[config.mk]
export PLATFORM = sky130hd
export DESIGN_NAME = keymatrix_scan
export DESIGN_NICKNAME = d
export VERILOG_FILES = /design/src/rtl/kms_pkg.sv /design/src/rtl/kms_row_sync.sv /design/src/rtl/kms_row_prio.sv /design/src/rtl/kms_scan_ctrl.sv /design/src/rtl/keymatrix_scan.sv
export SDC_FILE = /design/constraint.sdc
export NUM_CORES = 1
export LEC_CHECK = 0
export BUFFER_PORTS_ARGS = -buffer_cell sky130_fd_sc_hd__buf_2
export CAP_MARGIN = 10
export CELL_PAD_IN_SITES_DETAIL_PLACEMENT = 2
export CELL_PAD_IN_SITES_GLOBAL_PLACEMENT = 2
export CORE_UTILIZATION = 38
export CTS_CLUSTER_SIZE = 30
export DETAILED_ROUTE_END_ITERATION = 16
export PLACE_DENSITY = 0.81
export SLEW_MARGIN = 20
export SYNTH_ARGS = -nofsm -noshare
export SYNTH_HDL_FRONTEND = slang
export SYNTH_SLANG_ARGS = --single-unit
[constraint.sdc]
create_clock -name clk -period 2.1 [get_ports clk]
set_input_delay 0.525 -clock clk [delete_from_list [all_inputs] [get_ports clk]]
set_output_delay 0.525 -clock clk [all_outputs]
set_load 0.005 [all_outputs]
[src/rtl/kms_pkg.sv]
package kms_pkg;

  typedef enum logic [1:0] {
    ST_SETTLE  = 2'd0,
    ST_RELEASE = 2'd1,
    ST_HOLD    = 2'd2
  } scan_state_t;

endpackage

[src/rtl/kms_row_sync.sv]
module kms_row_sync #(
  parameter int WIDTH  = 4,
  parameter int STAGES = 2
) (
  input  logic             clk,
  input  logic             rst,
  input  logic [WIDTH-1:0] d_i,
  output logic [WIDTH-1:0] q_o
);

  logic [WIDTH-1:0] stage_q [STAGES];

  always_ff @(posedge clk) begin
    if (rst) stage_q[0] <= '1;
    else     stage_q[0] <= d_i;
  end

  for (genvar s = 1; s < STAGES; s++) begin : g_stage
    always_ff @(posedge clk) begin
      if (rst) stage_q[s] <= '1;
      else     stage_q[s] <= stage_q[s-1];
    end
  end

  assign q_o = stage_q[STAGES-1];

endmodule

[src/rtl/kms_row_prio.sv]
module kms_row_prio #(
  parameter int WIDTH = 4,
  localparam int IW   = (WIDTH > 1) ? $clog2(WIDTH) : 1
) (
  input  logic [WIDTH-1:0] rows_n_i,
  output logic             hit_o,
  output logic [IW-1:0]    idx_o
);

  always_comb begin
    hit_o = 1'b0;
    idx_o = '0;
    for (int r = WIDTH - 1; r >= 0; r--) begin
      if (!rows_n_i[r]) begin
        hit_o = 1'b1;
        idx_o = IW'(r);
      end
    end
  end

endmodule

[src/rtl/kms_scan_ctrl.sv]
module kms_scan_ctrl
  import kms_pkg::*;
#(
  parameter int NUM_COLS    = 4,
  parameter int NUM_ROWS    = 4,
  parameter int SETTLE_CYC  = 16,
  parameter int HOLDOFF_CYC = 1000,
  localparam int CB = (NUM_COLS > 1) ? $clog2(NUM_COLS) : 1,
  localparam int RB = (NUM_ROWS > 1) ? $clog2(NUM_ROWS) : 1,
  localparam int MAXC = (SETTLE_CYC > HOLDOFF_CYC) ? SETTLE_CYC : HOLDOFF_CYC,
  localparam int CW = $clog2(MAXC + 1)
) (
  input  logic                clk,
  input  logic                rst,
  input  logic [NUM_ROWS-1:0] rows_i,
  input  logic                hit_i,
  input  logic [RB-1:0]       row_idx_i,
  output logic [NUM_COLS-1:0] col_o,
  output logic [CB+RB-1:0]    code_o,
  output logic                valid_o
);

  scan_state_t   state_q;
  logic [CB-1:0] col_q;
  logic [CW-1:0] cnt_q;
  logic [CB-1:0] col_nxt;

  assign col_nxt = (col_q == CB'(NUM_COLS - 1)) ? '0 : col_q + 1'b1;

  always_ff @(posedge clk) begin
    if (rst) begin
      state_q <= ST_SETTLE;
      col_q   <= '0;
      cnt_q   <= '0;
      col_o   <= ~NUM_COLS'(1);
      code_o  <= '0;
      valid_o <= 1'b0;
    end else begin
      valid_o <= 1'b0;
      case (state_q)
        ST_SETTLE: begin
          if (cnt_q == CW'(SETTLE_CYC - 1)) begin
            cnt_q <= '0;
            if (hit_i) begin
              code_o  <= {col_q, row_idx_i};
              valid_o <= 1'b1;
              state_q <= ST_RELEASE;
            end else begin
              col_q <= col_nxt;
              col_o <= ~(NUM_COLS'(1) << col_nxt);
            end
          end else begin
            cnt_q <= cnt_q + 1'b1;
          end
        end
        ST_RELEASE: begin
          if (&rows_i) begin
            state_q <= ST_HOLD;
            cnt_q   <= '0;
          end
        end
        ST_HOLD: begin
          if (cnt_q == CW'(HOLDOFF_CYC - 1)) begin
            state_q <= ST_SETTLE;
            cnt_q   <= '0;
            col_q   <= '0;
            col_o   <= ~NUM_COLS'(1);
          end else begin
            cnt_q <= cnt_q + 1'b1;
          end
        end
        default: state_q <= ST_SETTLE;
      endcase
    end
  end

endmodule

[src/rtl/keymatrix_scan.sv]
module keymatrix_scan #(
  parameter int SETTLE_CYC  = 16,
  parameter int HOLDOFF_CYC = 12_500_000,
  parameter int SYNC_STAGES = 2,
  localparam int NUM_COLS = 4,
  localparam int NUM_ROWS = 4,
  localparam int CB = $clog2(NUM_COLS),
  localparam int RB = $clog2(NUM_ROWS)
) (
  input  logic                clk,
  input  logic                rst,
  input  logic [NUM_ROWS-1:0] row_i,
  output logic [NUM_COLS-1:0] col_o,
  output logic [CB+RB-1:0]    key_code,
  output logic                key_valid
);

  logic [NUM_ROWS-1:0] rows_s;
  logic                hit;
  logic [RB-1:0]       row_idx;

  kms_row_sync #(.WIDTH(NUM_ROWS), .STAGES(SYNC_STAGES)) i_sync (
    .clk (clk),
    .rst (rst),
    .d_i (row_i),
    .q_o (rows_s)
  );

  kms_row_prio #(.WIDTH(NUM_ROWS)) i_prio (
    .rows_n_i (rows_s),
    .hit_o    (hit),
    .idx_o    (row_idx)
  );

  kms_scan_ctrl #(
    .NUM_COLS    (NUM_COLS),
    .NUM_ROWS    (NUM_ROWS),
    .SETTLE_CYC  (SETTLE_CYC),
    .HOLDOFF_CYC (HOLDOFF_CYC)
  ) i_ctrl (
    .clk       (clk),
    .rst       (rst),
    .rows_i    (rows_s),
    .hit_i     (hit),
    .row_idx_i (row_idx),
    .col_o     (col_o),
    .code_o    (key_code),
    .valid_o   (key_valid)
  );

endmodule

==> Word level (Yosys, flattened, before mapping) <==
Memories as Yosys holds them, arrays and structs flattened.
Cells that the tools add are included.
{ "classes": {"n_addsub": 2, "n_eq_ne": 10, "shifts": 1, "muxes": 31, "bitwise": 5, "n_reduce_logical": 9} }
{ "ops": {"columns": ["operator", "count"], "rows": [
  ["24-bit 2-to-1 mux", 3],
  ["24-bit case mux with 3 select lines", 1],
  ["24-bit by 1-bit adder with 24-bit output, second input constant", 1],
  ["24-bit equality test, second input constant", 1],
  ["24-bit by 4-bit equality test with 1-bit output, second input constant", 1],
  ["2-bit 2-to-1 mux", 11],
  ["4-bit 2-to-1 mux", 5],
  ["4-bit AND reduction", 3],
  ["1-bit 2-to-1 mux", 8],
  ["4-bit case mux with 2 select lines", 1],
  ["2-bit by 1-bit inequality test with 1-bit output, second input constant", 3],
  ["2-bit case mux with 3 select lines", 1],
  ["2-bit equality test, second input constant", 2],
  ["2-bit inequality test, second input constant", 2],
  ["4-bit NOT", 1],
  ["2-bit case mux with 2 select lines", 1],
  ["1-bit by 2-bit left shift with 4-bit output, first input constant", 1],
  ["3-bit AND reduction", 1],
  ["3-bit nonzero test", 1],
  ["3-bit OR reduction", 1],
  ["2-bit by 1-bit adder with 2-bit output, second input constant", 1],
  ["2-bit by 1-bit equality test with 1-bit output, second input constant", 1],
  ["2-bit logical NOT", 1],
  ["1-bit NOT", 2],
  ["3 further kinds", 4]
]} }
{ "word_totals": {"ff_bits": 37, "ramBits": 8, "out_inout_bits": 9, "memories": 1} }
{ "mem_list": {"columns": ["name", "words", "word_bits", "read_ports", "rd_clocked_by_memory_dff", "wr", "line", "text"], "rows": [
  ["i_sync.stage_q", 2, 4, 2, 0, 2, "kms_row_sync.sv:11", "logic [WIDTH-1:0] stage_q [STAGES];"]
]} }

==> Logic depth before layout (Yosys ltp) <==
Gate-level depths: netlist (run 1).
{ "depth": {"depth_word": 7, "mapped_depth": 7, "mapped_depth_nobuf": 6} }

==> Modules after synthesis <==
A second synthesis (run 1) with hierarchy kept.
{ "unflattened": {"hier_cells": 230, "area_unflattened_um2": 2158.3} }
{ "by_module_without_submodules": {"columns": ["module", "n_inst", "cells_per_inst", "area_per_inst_um2", "seq_area_each_um2"], "rows": [
  ["kms_scan_ctrl", 1, 209, 1919.3, 740.7],
  ["kms_row_sync", 1, 16, 210.2, 160.2],
  ["kms_row_prio", 1, 5, 28.8, 0.0]
]} }

==> Least setup slack after synthesis (run 1) <==
Ideal clock, no wire load.
{ "synth_timing": {"kind": "register to register", "from": "register i_ctrl.cnt_q[0]", "to": "register i_ctrl.col_o[0]", "setup_time_ns": 0.117, "arrival_time_ns": 1.769, "required_time_ns": 1.983, "slack_ns": 0.214, "path_stages_with_launch": 7, "synth_period_minus_slack_ns": 1.886, "cell_sequence": "dfxtp_1 ha_1 nand4_1 or4_1 o21ai_1 o21ai_1 a32o_1"} }
{ "synth_via": {"elab_chain_cells": 3} }
{ "synth_lines": {"columns": ["element", "line", "text"], "rows": [
  ["start, declared", "kms_scan_ctrl.sv:25", "logic [CW-1:0] cnt_q;"],
  ["start signal, assigned", "kms_scan_ctrl.sv:53", "cnt_q <= cnt_q + 1'b1;"],
  ["start signal, assigned", "kms_scan_ctrl.sv:69", "cnt_q <= cnt_q + 1'b1;"],
  ["24-bit equality test / 24-bit by 4-bit equality test with 1-bit output (equally long branches)", "kms_scan_ctrl.sv:63, kms_scan_ctrl.sv:42", null],
  ["2-bit by 1-bit inequality test with 1-bit output (no line)", null, null],
  ["4-bit AND reduction (no line) *", null, null],
  ["end signal, assigned", "kms_scan_ctrl.sv:35", "col_o <= ~NUM_COLS'(1);"],
  ["end signal, assigned", "kms_scan_ctrl.sv:50", "col_o <= ~(NUM_COLS'(1) << col_nxt);"],
  ["end signal, assigned", "kms_scan_ctrl.sv:67", "col_o <= ~NUM_COLS'(1);"],
  ["end, declared", "kms_scan_ctrl.sv:18", "output logic [NUM_COLS-1:0] col_o,"]
]} }
Every way passes the cells marked *; elsewhere a longest branch is shown, timed or not.
A chain may end at the register's enable or synchronous reset.

==> Final worst setup path (run 1) <==
{ "layout_timing": {"from": "register i_ctrl.cnt_q[0]", "to": "register i_ctrl.col_q[1]"} }
{ "layout_via": {"elab_chain_cells": 3} }
{ "layout_lines": {"columns": ["element", "line", "text"], "rows": [
  ["24-bit equality test / 24-bit by 4-bit equality test with 1-bit output (equally long branches)", "kms_scan_ctrl.sv:63, kms_scan_ctrl.sv:42", null],
  ["2-bit by 1-bit inequality test with 1-bit output (no line)", null, null],
  ["4-bit AND reduction (no line) *", null, null],
  ["end signal, assigned", "kms_scan_ctrl.sv:49", "col_q <= col_nxt;"],
  ["end, declared", "kms_scan_ctrl.sv:24", "logic [CB-1:0] col_q;"]
]} }
Marks and branches as above.

==> impl_metrics.toml, run 1 <==
[outcome]
outcome = "finished clean"

[logic_synthesis]
avgSynthCellArea_sq_um = 9.48
yosysMostFrequentCell = "dfxtp_1"
synth_commonest_cells = "dfxtp_1 (45), nor2_1 (29), xor2_1 (18)"
synth_area_leaders = "dfxtp_1 (42%), xor2_1 (7.4%), ha_1 (6.4%)"
synth-main-ff-cell = "dfxtp_1"
async_flop_share_pct = 0
synth_area_leader_cell = "dfxtp_1"
synth_fp_nets = 243
yosysWarnings = 0
ys_seq_area_share_pct = 42.0
synth_edf_count = 0
ys_ff_latch = 45
synth_cells = 226
synthesis.area_sq_um = 2140
ys_types = 44
synth_top_area_share_pct = 42.0

[finish]
multi_input_area_sq_um = 1230
final_cells = 331
num_antenna_cells = 0
regArea_sq_um = 901
drive_gt1_share_pct = 26.8
fillers = 566
syn_to_final_growth_pct = 19.3
finalInstanceArea_sq_um = 2560
fin_util_pct = 48.5
final_nets = 277

[sta]
finalCriticalPeriod_ns = 2.03
clock.fmax_mhz = 494
fin_ws_ns = 0.0738
hold_ws_ns = 0.397
setup-violations-final = 0
rsz0062_at_grt = "true"
worst_pin_slew_ns = 0.527
relSlewSlack_pct = 64.9
finClkSkew_ns = 0.00579
report.final.slew_viol_count = 0
hold_viol_final = 0
period_share_pct = 96.5

[setup_path]
end_kind = "flip-flop"
cpPeakStageDelay_ns = 0.58
cp_slowest_cell = "or4_4"
crit_chain = "ha_2 -> nand4_1 -> or4_4 -> o21ai_2 -> o21ai_2 -> a32o_1"
critPathKind = "reg2reg"
crit_fanout = 6
critPathArrivalTime_ns = 2.24
startpoint_type = "flip-flop"
cp.required_ns = 2.31
cpMostUsedCell = "o21ai_2"

[floorplan]
dieArea_sq_um = 5940
die_h_um = 77.1
initial_core_util_pct = 40.7
die_w_um = 77.1
core_sq_um = 5270
fp-row-count = 26
io_pins = 15

[clocking]
clock_latency_ns = 0.31
h-tree-depth = 2
clk_path_buf_depth = 2
cts_tree = "done"
numCtsBuffers = 5
clk_pin_slew_ns = 0.09
clock-sinks = 45
cts_root_buf = "clkbuf_8"

[job]
maxCapViolCount = 0

[power]
cellLeakagePower_nw = 0.995
powerDensity_nw_per_um2 = 587
ir_drop_mv = 0.544

[global_routing]
antenna_found_initial = 0
grt_pass1_wl_mm = 9.98
first_global_vias = 1961
grt_max_degree = 18
grt-ovfl-total = 0
grtUsageTotal_pct = 21.8

[detailed_routing]
wirelength_mm = 5.98
vias = 1808
firstDrtPassIters = 4
drc_errors = 0
dr.first_iter.drc_count = 57
final_antenna_net_count = 0
vias_per_cell = 5.46
wire_per_inst_um = 18.1

[place]
hpwl_mm = 4.21
dpl_cell_area_sq_um = 2410
routabilityCongestion = 0.739
dp_cells = 322
place_ws_ns = 0.0275
port_buffers = 14

[hold_path]
holdCritPathClass = "in2reg"
## layout by cell type, fill, tap and decap left out, drive strengths merged, types with 3 or more instances in the layout
master	n
clkbuf	5
or2	8
nand2	14
inv	8
and3	5
nand3	13
nor3	3
a22oi	3
buf	32
a21oi	6
dfxtp	45
xnor2	4
ha	11
mux2i	4
nand4	12
o21ai	4
nor2	29
clkinvlp	3
xor2	18
and4	4
nor4	7
## state kept, by name, summed over array words and instances, names as in the netlist
register	count
i_ctrl.code_o	4
i_ctrl.state_q	2
i_ctrl.cnt_q	24
i_sync.stage_q	8
i_ctrl.col_o	4
i_ctrl.col_q	2
i_ctrl.valid_o	1
## worst max-delay path, delay by kind of cell, from the launching register on
family	cells	cell delay (ns)
compound gates	3	0.58
simple gates	2	0.73
fa+ha+maj	1	0.22
flops	1	0.38
## through the flow
| step | TNS (ns) | power [W] |
|---|---|---|
| after global placement | 0 | 0.000959 |
| final | 0 | 0.00150 |
| after floorplan | 0 | 0.000935 |
| after CTS | -0.0171 | 0.00153 |
| after global routing | -0.142 | 0.00157 |
| after detailed placement | 0 | 0.000963 |
## cell type report
type | instances | share of cell area (%)
multi-input combinational | 167 | 48.3
sequential | 45 | 35.2
timing repair buffer | 32 | 8.17
tap | 70 | 3.43
clock buffer | 5 | 2.69
inverter | 9 | 1.32
clock inverter | 3 | 0.881
## cells by family after synthesis
| kind of cell | after synthesis | share of synthesized area, % |
|---|---|---|
| xor gates and xnor gates | 22 | 8.99 |
| muxes | 4 | 1.87 |
| AOI/OAI and AO/OA | 24 | 10.3 |
| DFF | 45 | 42.0 |
| buffers and inverters | 14 | 2.57 |
| adders and majority gates | 11 | 6.42 |
| and+or+nand+nor | 106 | 27.8 |
## power breakdown
part | internal [W] | leakage (nW) | switching [W] | total [W]
Sequential | 0.000865 | 0.365 | 0.00000921 | 0.000874
Clock | 0.000233 | 0.0364 | 0.000322 | 0.000555
Combinational | 0.0000306 | 0.593 | 0.0000413 | 0.0000720
## routing by layer
layer | routed length, um | up-vias | track usage, %
li1 | - | 863 | -
met1 | 2760 | 907 | 26.8
met2 | 2940 | 29 | 37.1
met3 | 187 | 9 | 4.76
met4 | 100 | 0 | 8.11
met5 | 0 | - | 0
## what timing repair did
item                       in CTS  in global routing
pin swaps                       0                  2
hold buffers                    0                  0
gates cloned                    0                  0
resized for setup               2                  8
setup endpoints to repair       3                 21
buffers inserted                0                  1
## final timing paths
path                                to  slack (ns)  cells after the start                 start
setup / recovery       i_ctrl.col_q[1]        0.07                      6       i_ctrl.cnt_q[0]
hold / removal    i_sync.stage_q[0][2]        0.40                      2              row_i[2]
setup reg to reg       i_ctrl.col_q[1]        0.07                      6       i_ctrl.cnt_q[0]
hold reg to reg   i_sync.stage_q[1][2]        0.42                      1  i_sync.stage_q[0][2]
Note: power is estimated with default switching activity, not from simulation.
==> run 2: changes to the inputs <==
--- a/config.mk
+++ b/config.mk
@@ -6,8 +6,9 @@
 export NUM_CORES = 1
 export LEC_CHECK = 0
-export BUFFER_PORTS_ARGS = -buffer_cell sky130_fd_sc_hd__buf_2
+export BUFFER_PORTS_ARGS = -buffer_cell sky130_fd_sc_hd__buf_4
 export CAP_MARGIN = 10
 export CELL_PAD_IN_SITES_DETAIL_PLACEMENT = 2
 export CELL_PAD_IN_SITES_GLOBAL_PLACEMENT = 2
+export CORE_MARGIN = 1.5
 export CORE_UTILIZATION = 38
 export CTS_CLUSTER_SIZE = 30
==> constraint.sdc (replaced) <==
create_clock -name clk -period 2.1 [get_ports clk]
set_input_delay 0.315 -clock clk [delete_from_list [all_inputs] [get_ports clk]]
set_output_delay 0.315 -clock clk [all_outputs]
set_load 0.005 [all_outputs]
==> run 2 against run 1 <==
- wire length fell by 4.6%
- clock power rose by 24%
- final cell count shrank 0.91%
- worst setup slack improved by 0.041 ns
- first-iteration DRC count rose by 3.5%
- clock skew grew 0.0026 ns
- power is 8.7% higher
- sequential power about the same
- critical path type unchanged
==> impl_metrics.toml, run 2 (synthesis gave the netlist of run 1 again) <==
[clocking]
clk_pin_slew_ns = 0.08
cts_root_buf = "clkbuf_8"
cts_tree = "done"
h-tree-depth = 2
numCtsBuffers = 5
clock-sinks = 45
clk_path_buf_depth = 2
clock_latency_ns = 0.31
cts_setup_buffers = 0

[sta]
relSlewSlack_pct = 65.9
hold_viol_final = 0
rsz0062_at_grt = "true"
finClkSkew_ns = 0.00838
worst_pin_slew_ns = 0.511
finalCriticalPeriod_ns = 1.99
clock.fmax_mhz = 504
report.final.slew_viol_count = 0
hold_ws_ns = 0.192
setup-violations-final = 0
period_share_pct = 94.6

[finish]
top_regs = "i_ctrl.cnt_q x24, i_sync.stage_q x8"
regMostFlops = "i_ctrl.cnt_q"
num_antenna_cells = 0
layout_commonest_cell = "dfxtp_1"
fillers = 608
largest_register_ffs = 24
layout_common_cells = "dfxtp_1 (45), nor2_1 (29), buf_4 (26), xor2_1 (18)"
drive_gt1_share_pct = 23.4
syn_to_final_growth_pct = 19.5
final_nets = 272

[global_routing]
grt_pass1_wl_mm = 9.58
grtUsageTotal_pct = 20.4
antenna_found_initial = 0
first_global_vias = 1916
grt-ovfl-total = 0
grt_max_degree = 24

[floorplan]
fp-row-count = 27
initial_core_util_pct = 39.2
dieArea_sq_um = 6100
io_pins = 15
die_w_um = 78.1
die_h_um = 78.1
core_sq_um = 5470

[detailed_routing]
dr.first_iter.drc_count = 59
wire_per_inst_um = 17.4
final_antenna_net_count = 0
wirelength_mm = 5.70
vias_per_cell = 5.40
drc_errors = 0
firstDrtPassIters = 4
vias = 1771

[power]
powerDensity_nw_per_um2 = 637
p_sw_w = 0.000348
intPower_w = 0.00128
seqPwrFrac_pct = 53.6
ir_drop_mv = 0.345
p_clk_share_pct = 42.1
swShare_pct = 21.3
cellLeakagePower_nw = 0.996
p_total_w = 0.00163
comb_power_share_pct = 4.3

[setup_path]
critPathArrivalTime_ns = 2.18
crit_buf_inv = 0
reg2reg_depth = 6
cp_slowest_cell = "or4_4"
end_kind = "flip-flop"
rrSetupSlack_ns = 0.11
rr_endpoint = "i_ctrl.col_o[0]"
crit_fanout = 6
critPathKind = "reg2reg"
cp_top_family = "simple AND/OR/NAND/NOR gates"
rr_startpoint = "i_ctrl.cnt_q[1]"
cpPeakStageDelay_ns = 0.56
startpoint_type = "flip-flop"
cp.required_ns = 2.30
path_depth = 6
critPathLaunch = "i_ctrl.cnt_q[1]"
crit_chain = "ha_4 -> nand4_1 -> or4_4 -> o21ai_1 -> o21ai_2 -> a32o_1"
cp-endpoint = "i_ctrl.col_o[0]"

[place]
hpwl_mm = 4.15
port_buffers = 14
routabilityCongestion = 0.739

[job]
maxCapViolCount = 0

[hold_path]
holdCritPathClass = "in2reg"

[outcome]
outcome = "finished clean"
## run 2: stage by stage
stage / std cells / cell area, sq um / util, % / setup slack [ns] / setup TNS (ns)
global placement: 320 / 2410 / 44.1 / 0.0802 / 0
detailed placement: 320 / 2410 / 44.1 / -0.0352 / -0.0468
global route: 328 / 2560 / 46.8 / -0.0160 / -0.0252
finish: 328 / 2560 / 46.8 / 0.114 / 0
CTS: 328 / 2540 / 46.4 / 0.00195 / 0
floorplan: 226 / 2140 / - / 0.214 / 0
## run 2: power by group through the flow
stage	registers, W	logic, W	clock network [W]
after global routing	0.000876	0.0000793	0.000747
after global placement	0.000893	0.0000653	0
after floorplan	0.000892	0.0000428	0
after CTS	0.000873	0.0000694	0.000703
after detailed placement	0.000893	0.0000672	0
final	0.000875	0.0000709	0.000687
## run 2: timing repair
action | CTS | global route
gates resized for setup | 2 | 4
gates cloned | 0 | 0
hold buffers | 0 | 0
pin swaps | 1 | 0
endpoints found under the setup margin | 2 | 31
## run 2: worst min path at each step
stage                              start                    to  slack (ns)  depth (start not counted)
floorplan           i_sync.stage_q[0][0]  i_sync.stage_q[1][0]        0.39                          1
global placement    i_sync.stage_q[0][3]  i_sync.stage_q[1][3]        0.40                          1
detailed placement  i_sync.stage_q[0][2]  i_sync.stage_q[1][2]        0.40                          1
CTS                             row_i[2]  i_sync.stage_q[0][2]        0.18                          2
global route                    row_i[3]  i_sync.stage_q[0][3]        0.19                          2
finish                          row_i[2]  i_sync.stage_q[0][2]        0.19                          2
## run 2: layout make-up
| cell class | instances | area [sq um] | area share, % |
|---|---|---|---|
| multi-input cells | 167 | 1210 | 47.4 |
| flip-flops and latches | 45 | 901 | 35.2 |
| repair buffers | 27 | 206 | 8.06 |
| well taps | 72 | 90.1 | 3.52 |
| clock buffers | 7 | 86.3 | 3.37 |
| inverters | 9 | 33.8 | 1.32 |
| clock inverters | 1 | 30.0 | 1.17 |
## run 2: per-layer routing
layer  vias to the layer above  wire length, um  GRT usage (%)
met4                         0              105           7.86
met5                         -                0              0
met2                        20             3060           37.7
met1                       891             2380           22.7
li1                        849                -              -
met3                        11              158           4.30
==> run 3: changes to the inputs <==
- MAX_ROUTING_LAYER: unset -> met4
==> run 3 against run 2 <==
- first-iteration DRC count did not move
- utilization did not move
- via count down 0.28%
- non-clock buffer count unchanged
- largest power group unchanged
- highest routed layer unchanged
==> impl_metrics.toml, run 3 (synthesis gave the netlist of run 1 again) <==
[place]
routabilityCongestion = 0.748
hpwl_mm = 4.15
port_buffers = 14
dpl_cell_area_sq_um = 2410

[power]
cellLeakagePower_nw = 0.996
powerDensity_nw_per_um2 = 637
ir_drop_mv = 0.346

[setup_path]
cp.required_ns = 2.29
end_kind = "flip-flop"
startpoint_type = "flip-flop"
critPathArrivalTime_ns = 2.18
crit_fanout = 6
critPathKind = "reg2reg"

[sta]
finalCriticalPeriod_ns = 1.99
report.final.slew_viol_count = 0
finClkSkew_ns = 0.00884
clock.fmax_mhz = 503
worst_pin_slew_ns = 0.511
hold_viol_final = 0
period_share_pct = 94.7
rsz0062_at_grt = "true"
setup-violations-final = 0
relSlewSlack_pct = 66.0

[floorplan]
fp-row-count = 27
initial_core_util_pct = 39.2
die_h_um = 78.1
core_sq_um = 5470
die_w_um = 78.1
io_pins = 15
dieArea_sq_um = 6100

[finish]
regMostFlops = "i_ctrl.cnt_q"
syn_to_final_growth_pct = 19.5
drive_gt1_share_pct = 23.4
final_nets = 272
fin_util_pct = 46.8
finalInstanceArea_sq_um = 2560
top_regs = "i_ctrl.cnt_q x24, i_sync.stage_q x8"
layout_commonest_cell = "dfxtp_1"
largest_register_ffs = 24
num_antenna_cells = 0
layout_common_cells = "dfxtp_1 (45), nor2_1 (29), buf_4 (26), xor2_1 (18)"

[outcome]
outcome = "finished clean"

[clocking]
cts_tree = "done"
clock_latency_ns = 0.30
cts_hold_buf = 0
clk_path_buf_depth = 2
cts_setup_buffers = 0
cts_root_buf = "clkbuf_8"
numCtsBuffers = 5
clk_pin_slew_ns = 0.08
clock-sinks = 45
h-tree-depth = 2

[detailed_routing]
drc_errors = 0
vias = 1766
wirelength_mm = 5.69
wire_per_inst_um = 17.3
firstDrtPassIters = 4
final_antenna_net_count = 0
dr.first_iter.drc_count = 59
vias_per_cell = 5.38

[job]
maxCapViolCount = 0

[global_routing]
antenna_found_initial = 0
grt-ovfl-total = 0
grt_pass1_wl_mm = 9.55
first_global_vias = 1921
grt_max_degree = 24
grtUsageTotal_pct = 20.9

[hold_path]
holdCritPathClass = "in2reg"
run 3: cell counts in the layout (fill, tap and decap cells not counted):
Identical to the previous run, type by type.
run 3: worst paths after layout:
path / start / end / slack, ns / depth (start not counted)
max: i_ctrl.cnt_q[1] / i_ctrl.col_o[0] / 0.11 / 6
min: row_i[2] / i_sync.stage_q[0][2] / 0.19 / 2
max reg2reg: i_ctrl.cnt_q[1] / i_ctrl.col_o[0] / 0.11 / 6
min reg2reg: i_sync.stage_q[0][1] / i_sync.stage_q[1][1] / 0.42 / 1
run 3: power by group:
group | internal [W] | switching [W] | total [W] | leakage (nW)
combinational | 0.0000316 | 0.0000393 | 0.0000709 | 0.573
sequential | 0.000864 | 0.0000102 | 0.000875 | 0.365
clock | 0.000388 | 0.000298 | 0.000687 | 0.0585
run 3: area by class of cell:
cell class / count / area (sq um)
repair buffers: 27 / 206
well taps: 72 / 90.1
clock inverters: 1 / 30.0
clock buffers: 7 / 86.3
inverters: 9 / 33.8
multi-input cells: 167 / 1210
flip-flops and latches: 45 / 901
fillers: 608 / 2910
run 3: worst max-delay path: stages, from the launching register on:
cell     delay, ns
dfxtp_1       0.40
ha_4          0.18
nand4_1       0.15
or4_4         0.56
o21ai_1       0.17
o21ai_2       0.13
a32o_1        0.29
run 3: metal layers:
layer  vias to the layer above  global-route usage [%]  wire length, um
met4                         0                    7.86               86
met1                       889                    22.5             2380
met3                         9                    4.30              153
met5                         -                       -                0
met2                        19                    37.7             3070
li1                        849                       -                -
run 3: timing repair:
| item | in CTS | in global routing |
|---|---|---|
| pin swaps | 1 | 0 |
| gates resized for setup | 2 | 4 |
| setup endpoints to repair | 2 | 31 |
run 3: through the flow:
stage                     TNS (ns)  hold slack, ns  cells  power (W)  worst slack, ns
after floorplan                  0           0.389    226   0.000935            0.214
after global placement           0           0.399    320   0.000958           0.0802
after detailed placement   -0.0468           0.402    320   0.000960          -0.0352
after CTS                        0           0.184    328    0.00165          0.00195
after global routing       -0.0255           0.180    328    0.00171          -0.0160
final                            0           0.195    328    0.00163            0.112
